$ cat src/rtl/pdet_pkg.sv
package pdet_pkg;

    // Reference frequency select encoding
    typedef enum logic [1:0] {
        FSEL_5M  = 2'd0,
        FSEL_10M = 2'd1,
        FSEL_20M = 2'd2,
        FSEL_OFF = 2'd3
    } fsel_e;

    // Detector state: one flag per side, set by that side's divided edge
    typedef struct packed {
        logic ref_seen;
        logic loc_seen;
    } pd_flags_t;

    // Reference divide count for a given select value
    function automatic int unsigned pick_ref_div(input fsel_e sel,
                                                 input int unsigned div_5m,
                                                 input int unsigned div_10m,
                                                 input int unsigned div_20m);
        case (sel)
            FSEL_5M:  return div_5m;
            FSEL_10M: return div_10m;
            default:  return div_20m;
        endcase
    endfunction

    function automatic int unsigned max3(input int unsigned a,
                                         input int unsigned b,
                                         input int unsigned c);
        int unsigned m;
        m = (a > b) ? a : b;
        return (m > c) ? m : c;
    endfunction

endpackage

$ cat src/rtl/pdet_edge_sync.sv
module pdet_edge_sync (
    input  logic clk,
    input  logic rst,
    input  logic raw_in,
    output logic rise
);
    logic [2:0] pipe;

    always_ff @(posedge clk) begin
        if (rst) begin
            pipe <= '0;
        end else begin
            pipe <= {pipe[1:0], raw_in};
        end
    end

    // pipe[1] is the second synchronizer stage and pipe[2] its delayed copy
    assign rise = pipe[1] & ~pipe[2];

endmodule

$ cat src/rtl/pdet_divider.sv
module pdet_divider #(
    parameter int unsigned CNT_W = 7
) (
    input  logic             clk,
    input  logic             rst,
    input  logic             clr,
    input  logic             hold,
    input  logic             tick,
    input  logic [CNT_W-1:0] div_val,
    output logic             pulse
);
    logic [CNT_W-1:0] cnt;
    logic [CNT_W-1:0] last;

    assign last = div_val - 1'b1;

    always_ff @(posedge clk) begin
        if (rst || clr || hold) begin
            cnt   <= '0;
            pulse <= 1'b0;
        end else begin
            pulse <= 1'b0;
            if (tick) begin
                if (cnt == last) begin
                    cnt   <= '0;
                    pulse <= 1'b1;
                end else begin
                    cnt <= cnt + 1'b1;
                end
            end
        end
    end

    AST_HOLD_SILENT: assert property (@(posedge clk) disable iff (rst)
        hold |=> !pulse);

    AST_PULSE_FROM_TICK: assert property (@(posedge clk) disable iff (rst)
        pulse |-> $past(tick));

endmodule

$ cat src/rtl/pdet_pfd_core.sv
module pdet_pfd_core
    import pdet_pkg::*;
#(
    parameter int unsigned WIDTH_W = 8
) (
    input  logic               clk,
    input  logic               rst,
    input  logic               clr,
    input  logic               ref_ev,
    input  logic               loc_ev,
    output logic               up,
    output logic               down,
    output logic               cmp_done,
    output logic [WIDTH_W-1:0] cmp_width
);
    localparam logic [WIDTH_W-1:0] WIDTH_MAX = '1;

    pd_flags_t          flg;
    pd_flags_t          flg_n;
    logic               both;
    logic [WIDTH_W-1:0] width_q;

    always_comb begin
        both           = flg.ref_seen & flg.loc_seen;
        flg_n.ref_seen = (flg.ref_seen & ~both) | ref_ev;
        flg_n.loc_seen = (flg.loc_seen & ~both) | loc_ev;
    end

    always_ff @(posedge clk) begin
        if (rst || clr) begin
            flg     <= '0;
            width_q <= '0;
        end else begin
            flg <= flg_n;
            if (both) begin
                width_q <= '0;
            end else if ((flg.ref_seen ^ flg.loc_seen) && (width_q != WIDTH_MAX)) begin
                width_q <= width_q + 1'b1;
            end
        end
    end

    // Reference first: local is late, speed the oscillator up
    assign up        = flg.ref_seen & ~flg.loc_seen;
    // Local first: local is early, slow the oscillator down
    assign down      = flg.loc_seen & ~flg.ref_seen;
    assign cmp_done  = both;
    assign cmp_width = width_q;

    AST_PAIR_CLEARS: assert property (@(posedge clk) disable iff (rst)
        (both && !ref_ev && !loc_ev && !clr) |=> (!up && !down && !cmp_done));

    AST_UP_UNTIL_LOCAL: assert property (@(posedge clk) disable iff (rst)
        (up && !loc_ev && !clr) |=> up);

    AST_DOWN_UNTIL_REF: assert property (@(posedge clk) disable iff (rst)
        (down && !ref_ev && !clr) |=> down);

endmodule

$ cat src/rtl/pdet_lock_mon.sv
module pdet_lock_mon #(
    parameter int unsigned WIDTH_W = 8,
    parameter int unsigned LOCK_W  = 8
) (
    input  logic               clk,
    input  logic               rst,
    input  logic               clr,
    input  logic               cmp_done,
    input  logic [WIDTH_W-1:0] cmp_width,
    input  logic [WIDTH_W-1:0] window,
    input  logic [LOCK_W-1:0]  need,
    output logic               locked
);
    localparam logic [LOCK_W-1:0] GOOD_MAX = '1;

    logic [LOCK_W-1:0] good_cnt;
    logic [LOCK_W-1:0] good_nxt;
    logic              good_cmp;

    assign good_cmp = cmp_width < window;
    assign good_nxt = (good_cnt == GOOD_MAX) ? good_cnt : good_cnt + 1'b1;

    always_ff @(posedge clk) begin
        if (rst || clr) begin
            good_cnt <= '0;
            locked   <= 1'b0;
        end else if (cmp_done) begin
            if (good_cmp) begin
                good_cnt <= good_nxt;
                locked   <= (good_nxt >= need);
            end else begin
                good_cnt <= '0;
                locked   <= 1'b0;
            end
        end
    end

    AST_LOCK_ON_GOOD: assert property (@(posedge clk) disable iff (rst)
        $rose(locked) |-> $past(cmp_done && (cmp_width < window)));

    AST_BAD_DROPS_LOCK: assert property (@(posedge clk) disable iff (rst)
        (cmp_done && (cmp_width >= window)) |=> !locked);

endmodule

$ cat src/rtl/ref_phase_detector.sv
module ref_phase_detector
    import pdet_pkg::*;
#(
    parameter int unsigned LOC_DIV     = 84,
    parameter int unsigned REF_DIV_5M  = 25,
    parameter int unsigned REF_DIV_10M = 50,
    parameter int unsigned REF_DIV_20M = 100,
    parameter int unsigned WIDTH_W     = 8,
    parameter int unsigned LOCK_W      = 8
) (
    input  logic               clk,
    input  logic               rst,
    input  logic               loc_clk_in,
    input  logic               ref_clk_in,
    input  logic [1:0]         ref_sel,
    input  logic [LOCK_W-1:0]  lock_cycles,
    input  logic [WIDTH_W-1:0] lock_window,
    output logic               pump_up,
    output logic               pump_down,
    output logic               locked
);
    localparam int unsigned MAX_DIV = max3(LOC_DIV, REF_DIV_5M, max3(REF_DIV_10M, REF_DIV_20M, 1));
    localparam int unsigned CNT_W   = $clog2(MAX_DIV + 1);
    localparam int unsigned N_SRC   = 2;   // index 0: local, index 1: reference

    fsel_e              sel_now;
    fsel_e              sel_q;
    logic               sel_chg;
    logic               div_hold;
    logic [N_SRC-1:0]   raw_lvl;
    logic [N_SRC-1:0]   src_rise;
    logic [N_SRC-1:0]   div_ev;
    logic [CNT_W-1:0]   div_val [N_SRC];
    logic               cmp_done;
    logic [WIDTH_W-1:0] cmp_width;

    assign sel_now  = fsel_e'(ref_sel);
    assign sel_chg  = (sel_now != sel_q);
    assign div_hold = (sel_now == FSEL_OFF);
    assign raw_lvl  = {ref_clk_in, loc_clk_in};

    assign div_val[0] = CNT_W'(LOC_DIV);
    assign div_val[1] = CNT_W'(pick_ref_div(sel_now, REF_DIV_5M, REF_DIV_10M, REF_DIV_20M));

    always_ff @(posedge clk) begin
        sel_q <= sel_now;
    end

    for (genvar g = 0; g < N_SRC; g++) begin : g_src
        pdet_edge_sync u_sync (
            .clk    (clk),
            .rst    (rst),
            .raw_in (raw_lvl[g]),
            .rise   (src_rise[g])
        );

        pdet_divider #(.CNT_W(CNT_W)) u_div (
            .clk     (clk),
            .rst     (rst),
            .clr     (sel_chg),
            .hold    (div_hold),
            .tick    (src_rise[g]),
            .div_val (div_val[g]),
            .pulse   (div_ev[g])
        );
    end

    pdet_pfd_core #(.WIDTH_W(WIDTH_W)) u_pfd (
        .clk       (clk),
        .rst       (rst),
        .clr       (sel_chg),
        .ref_ev    (div_ev[1]),
        .loc_ev    (div_ev[0]),
        .up        (pump_up),
        .down      (pump_down),
        .cmp_done  (cmp_done),
        .cmp_width (cmp_width)
    );

    pdet_lock_mon #(.WIDTH_W(WIDTH_W), .LOCK_W(LOCK_W)) u_lock (
        .clk       (clk),
        .rst       (rst),
        .clr       (sel_chg),
        .cmp_done  (cmp_done),
        .cmp_width (cmp_width),
        .window    (lock_window),
        .need      (lock_cycles),
        .locked    (locked)
    );

    AST_SEL_CHANGE_CLEARS: assert property (@(posedge clk) disable iff (rst)
        sel_chg |=> (!pump_up && !pump_down && !locked));

    AST_OFF_NO_STEER: assert property (@(posedge clk) disable iff (rst)
        (div_hold && $past(div_hold)) |-> (!pump_up && !pump_down));

endmodule

$ cat config.mk
export PLATFORM = sky130hd
export DESIGN_NAME = ref_phase_detector
export DESIGN_NICKNAME = d
export VERILOG_FILES = /design/src/rtl/pdet_pkg.sv /design/src/rtl/pdet_edge_sync.sv /design/src/rtl/pdet_divider.sv /design/src/rtl/pdet_pfd_core.sv /design/src/rtl/pdet_lock_mon.sv /design/src/rtl/ref_phase_detector.sv
export SDC_FILE = /design/constraint.sdc
export NUM_CORES = 1
export LEC_CHECK = 0
export ABC_CLOCK_PERIOD_IN_PS = 2950
export BUFFER_PORTS_ARGS = -buffer_cell sky130_fd_sc_hd__buf_2
export CAP_MARGIN = 20
export CORE_MARGIN = 4
export CORE_UTILIZATION = 58
export DETAILED_ROUTE_END_ITERATION = 6
export HOLD_SLACK_MARGIN = 0.06
export PLACE_DENSITY = 0.79
export SLEW_MARGIN = 20
export SYNTH_ARGS = -nofsm -noshare
export SYNTH_HDL_FRONTEND = slang
export SYNTH_SLANG_ARGS = --single-unit
$ cat constraint.sdc
create_clock -name clk -period 2.95 [get_ports clk]
set_input_delay 0.59 -clock clk [delete_from_list [all_inputs] [get_ports clk]]
set_output_delay 0.59 -clock clk [all_outputs]
set_load 0.02 [all_outputs]
-- Word-level counts from Yosys, hierarchy flattened
Index checks and enable logic that the tools add are counted.
- bits in registers: 43
- latch bits: 0
- RAM bits: 0
- memory bits (read-only): 0
- input port bits: 22
- output and inout bits: 3
- word-level logic and storage cells: 58
- memories: 0
- $add $sub $neg: 5
- $mul: 0
- div/mod/pow operators: 0
- magnitude comparators: 2
- equal/unequal tests: 7
- shift operators: 0
- multiplexer cells: 8
- bitwise logic cells: 17
- reductions and logical operators: 7
- operators by type and width (kind ; count):
    adder 8 x 1 -> 8 bit, second input constant ; 2
    two-way mux 8 bit ; 2
    adder 7 x 1 -> 7 bit, second input constant ; 2
    two-way mux 7 bit ; 2
    one-hot mux 7 bit (2 select lines) ; 1
    equality test 8 bit, second input constant ; 1
    greater-or-equal comparator 8 bit ; 1
    < comparator 8 bit ; 1
    inequality test 8 bit, second input constant ; 1
    bitwise AND 1 bit ; 7
    equality test 7 bit ; 1
    equality test 7 bit, second input constant ; 1
    NOT 1 bit ; 7
    subtractor 7 x 1 -> 7 bit, second input constant ; 1
    OR reduction 2 bit ; 3
    two-way mux 1 bit ; 3
    equality test 2 x 1 -> 1 bit, second input constant ; 1
    equality test 2 bit, second input constant ; 1
    zero test 2 bit ; 1
    logical OR 1 bit ; 2
    inequality test 2 bit ; 1
    bitwise OR 1 bit ; 2
    logical AND 1 bit ; 1
    bitwise XOR 1 bit ; 1

-- Longest topological paths before layout
- depth after elaboration: 5
- mapped depth: 10
- mapped depth without buffers: 10

-- Modules after synthesis
From an unflattened synthesis, not the netlist that was laid out.
- cell total of the unflattened synthesis: 316
- area, all modules: 2813.9 um^2
- modules (own cells, without submodules) (module ; times used ; cells each ; area an instance (um^2) ; sequential area each (um^2)):
    pdet_divider ; 2 ; 62 ; 559.3 ; 160.2
    pdet_lock_mon ; 1 ; 111 ; 908.4 ; 180.2
    pdet_pfd_core ; 1 ; 54 ; 511.7 ; 200.2
    pdet_edge_sync ; 2 ; 7 ; 87.6 ; 60.1
    ref_phase_detector ; 1 ; 13 ; 100.1 ; 40.0

-- Worst setup path before layout
Ideal clock, no wire load.
- kind: register to register
- start point: reg u_lock.good_cnt[1]
- end point: reg u_lock.locked
- library setup time: 117 ps
- arrival time: 2343 ps
- data required time: 2833 ps
- path slack: 491 ps
- cell stages (with the launch flop): 10
- buffers on the path: 0
- period minus slack after synthesis: 2459 ps
- path through: dfxtp_1 ha_1 nand4_1 nor2_1 mux2_2 ha_1 a21o_1 a2111oi_0 o31ai_1 a22o_1
- longest elaborated chain between the ends: 4
- elaborated cells between the ends (all ways): 5
- those cells by class: 1 x add/sub; 1 x order compare; 1 x eq/ne; 2 x mux
- RTL lines (element ; RTL line ; RTL):
    start, declared ; pdet_lock_mon.sv:16 ; logic [LOCK_W-1:0] good_cnt;
    start signal, assigned ; pdet_lock_mon.sv:29 ; good_cnt <= good_nxt;
    adder 8 x 1 -> 8 bit / equality test 8 bit (equally long branches) ; pdet_lock_mon.sv:21 ; assign good_nxt = (good_cnt == GOOD_MAX) ? good_cnt : good_cnt + 1'b1;
    two-way mux 8 bit * ; pdet_lock_mon.sv:21 ;
    greater-or-equal comparator 8 bit * ; pdet_lock_mon.sv:30 ; locked <= (good_nxt >= need);
    two-way mux 1 bit * ; pdet_lock_mon.sv:28 ; if (good_cmp) begin
    end signal, assigned ; pdet_lock_mon.sv:30 ;
    end, declared ; pdet_lock_mon.sv:12 ; output logic locked
Mark *: on every way between the ends. The rest lies on a longest branch, timed or not.
A chain may end at the register's enable or synchronous reset.

-- Final worst setup path
Same ends and word-level chain as after synthesis.

==> impl_metrics.sql <==
INSERT INTO impl_metrics (metric_group, metric, value, unit) VALUES
('worst_setup_path', 'start_kind', 'flip-flop', ''),
('logic_synthesis', 'synth_top_cells_by_area', 'dfxtp_1, ha_1, nor2_1', ''),
('die', 'floorplan.die_area', '5090', 'um2'),
('timing', 'finClkSkew', '0.0106', 'ns'),
('power', 'power.leakage', '1.11', 'nW'),
('grt', 'grt_start_max_net_pins', '13', ''),
('clock_network', 'numCtsBuffers', '5', ''),
('timing', 'timing.final.crit_share', '0.894', ''),
('power', 'internal_power', '0.861', 'mW'),
('logic_synthesis', 'synth_top_cell_area_share', '0.370', ''),
('logic_synthesis', 'synth-seq-cells', '43', ''),
('grt', 'grt_most_used_layer', 'met2', ''),
('placed_design', 'place_hpwl', '3.01', 'mm'),
('placed_design', 'placement.io_buffers', '24', ''),
('logic_synthesis', 'synthFlopType', 'dfxtp_1', ''),
('power', 'power_switching', '0.222', 'mW'),
('grt', 'first_global_vias', '1632', ''),
('clock_network', 'clock_tree.root_cell', 'clkbuf_8', ''),
('detailed_routing', 'finalWirelength', '3.97', 'mm'),
('placed_design', 'place.gp.congestion', '0.883', ''),
('power', 'power_density', '420', 'nW/um2'),
('logic_synthesis', 'synthesis.nets', '305', ''),
('finish', 'final-instance-count-excl-fill', '333', ''),
('finish', 'final_common_cell', 'dfxtp_1', ''),
('detailed_routing', 'detailedRoute.firstPassIterationCount', '4', ''),
('clock_network', 'clkSinkCount', '43', ''),
('clock_network', 'max-clock-path-buffers', '2', ''),
('grt', 'global_route.usage.total', '0.168', ''),
('logic_synthesis', 'syn_std_cell_area', '2330', 'um2'),
('detailed_routing', 'detail_route.wl_per_cell', '11.9', 'um'),
('power', 'swShare', '0.205', ''),
('finish', 'most-common-layout-cells', 'dfxtp_1, nor2_1, buf_2', ''),
('die', 'core_area', '3770', 'um2'),
('grt', 'grt-ovfl-total', '0', ''),
('hold_path', 'hold_path_class', 'reg2reg', ''),
('logic_synthesis', 'synth_edf_count', '0', ''),
('clock_network', 'cts_setup_buffers', '0', ''),
('worst_setup_path', 'element_type_at_the_critical_path_end', 'flip-flop', ''),
('detailed_routing', 'drt_drc_violations_left', '0', ''),
('die', 'chipHeight', '71.3', 'um'),
('die', 'floorplan.rows', '22', ''),
('timing', 'totalNegativeSetupSlack', '0', 'ns'),
('die', 'count_of_pins_on_the_block_boundary', '25', ''),
('placed_design', 'placed_cells', '326', ''),
('clock_network', 'tritoncts_clock_tree', 'yes', ''),
('grt', 'global_route_wire_length_before_repair', '6.91', 'mm'),
('worst_setup_path', 'cp_data_arrival_time', '2.83', 'ns'),
('timing', 'timing_worst_slew_pin_value', '0.730', 'ns'),
('clock_network', 'cts_resized', '0', ''),
('power', 'share_comb_of_total_power', '0.057', ''),
('timing', 'hold_viol_final', '0', ''),
('power', 'p_seq_frac', '0.542', ''),
('grt', 'globalRouteMet2Util', '0.288', ''),
('clock_network', 'number_of_levels_the_h_tree_was_split_into', '2', ''),
('timing', 'fmax', '379', 'MHz'),
('clock_network', 'insertion_delay', '0.30', 'ns'),
('detailed_routing', 'final_antenna_net_count', '0', ''),
('logic_synthesis', 'synthCells', '260', ''),
('timing', 'setup_viol', '0', ''),
('outcome', 'status', 'complete, no violations', ''),
('die', 'floorplan.die.width', '71.3', 'um'),
('logic_synthesis', 'synth_cell_type_count', '45', ''),
('worst_setup_path', 'path_max_fanout', '4', ''),
('finish', 'nets', '330', ''),
('timing', 'grt_setup_unrepaired', 'false', ''),
('logic_synthesis', 'synth.yosys.seq_area_share', '0.370', ''),
('finish', 'insertedDiodeCount', '0', ''),
('worst_setup_path', 'worstPathRequired', '3.14', 'ns'),
('grt', 'grt_use_met1', '0.205', ''),
('clock_network', 'postCtsHoldBufs', '0', ''),
('power', 'vdd_drop_max', '0.000316', 'V');
-- path summary, 6_finish.rpt --
check / slack (ns) / cells after the start / endpoint / from
min reg2reg: 0.43 / 1 / u_pfd.flg[0] / g_src[0].u_div.pulse
max reg2reg: 0.31 / 9 / u_lock.locked / u_lock.good_cnt[1]
min: 0.43 / 1 / u_pfd.flg[0] / g_src[0].u_div.pulse
max: 0.31 / 9 / u_lock.locked / u_lock.good_cnt[1]
-- cells in the mapped netlist (all sizes together) (3+ instances only) --
cell type	instances
and3	3
nand3	8
nor3	3
nand2b	5
and4	5
mux2i	5
dfxtp	43
ha	23
clkbuf	4
o21ai	4
nor2b	8
inv	19
nand2	16
xnor2	12
a22o	4
or2	4
a21o	3
nand4	4
a21oi	11
nor2	31
xor2	12
o21a	5
nand3b	4
-- flip-flops by register name (all words and copies together) (netlist names) --
| signal | count |
|---|---|
| u_pfd.flg | 2 |
| g_src.u_div.cnt | 14 |
| u_lock.good_cnt | 8 |
| g_src.u_sync.pipe | 6 |
| g_src.u_div.pulse | 2 |
| sel_q | 2 |
| u_pfd.cmp_width | 8 |
| u_lock.locked | 1 |
-- layout make-up --
type                       instances  area [um2]
clock buffer                       6        72.6
tap                               48        60.1
clock inverter                     1        30.0
timing repair buffer              24         120
fill                             310        1190
inverter                          19        71.3
sequential                        43         861
multi-input combinational        192        1370
-- critical path, cell delays in order (launching register included) --
cell and delay (ns):
dfxtp_1 0.38, ha_1 0.23, nand4_1 0.17, nor2_2 0.21, mux2_2 0.37, ha_1 0.27
a21o_1 0.15, a2111oi_0 0.41, o31ai_1 0.12, a22o_1 0.23
-- per-layer routing --
metal | vias up | wire length (um)
met5 | - | 0
met4 | 0 | 67
met3 | 7 | 168
met2 | 29 | 1890
met1 | 792 | 1840
li1 | 949 | -
-- power groups by stage --
stage               sequential (mW)  combinational, mW  clock [mW]
floorplan                     0.600             0.0399           0
global placement              0.600             0.0603           0
detailed placement            0.601             0.0616           0
CTS                           0.587             0.0624       0.449
global route                  0.587             0.0711       0.466
finish                        0.587             0.0616       0.435
-- cell families after synthesis --
family                     share of synthesized area
AOI/OAI and AO/OA                              0.109
xor gates and xnor gates                      0.0904
adders and majority gates                      0.124
buffers and inverters                         0.0441
DFF                                            0.370
muxes                                         0.0312
and+or+nand+nor                                0.231
-- stage by stage --
stage                     cell area [um2]  setup slack (ns)  utilization  power (mW)  hold slack (ns)
final                                2580             0.314        0.684        1.08            0.428
after detailed placement             2470             0.242        0.656       0.662            0.417
after global routing                 2580            0.0581        0.684        1.12            0.454
after floorplan                      2330             0.491            -       0.640            0.405
after CTS                            2580             0.233        0.683        1.10            0.435
after global placement               2470             0.377        0.656       0.661            0.409
No activity file was read; power rests on OpenSTA's default activity.
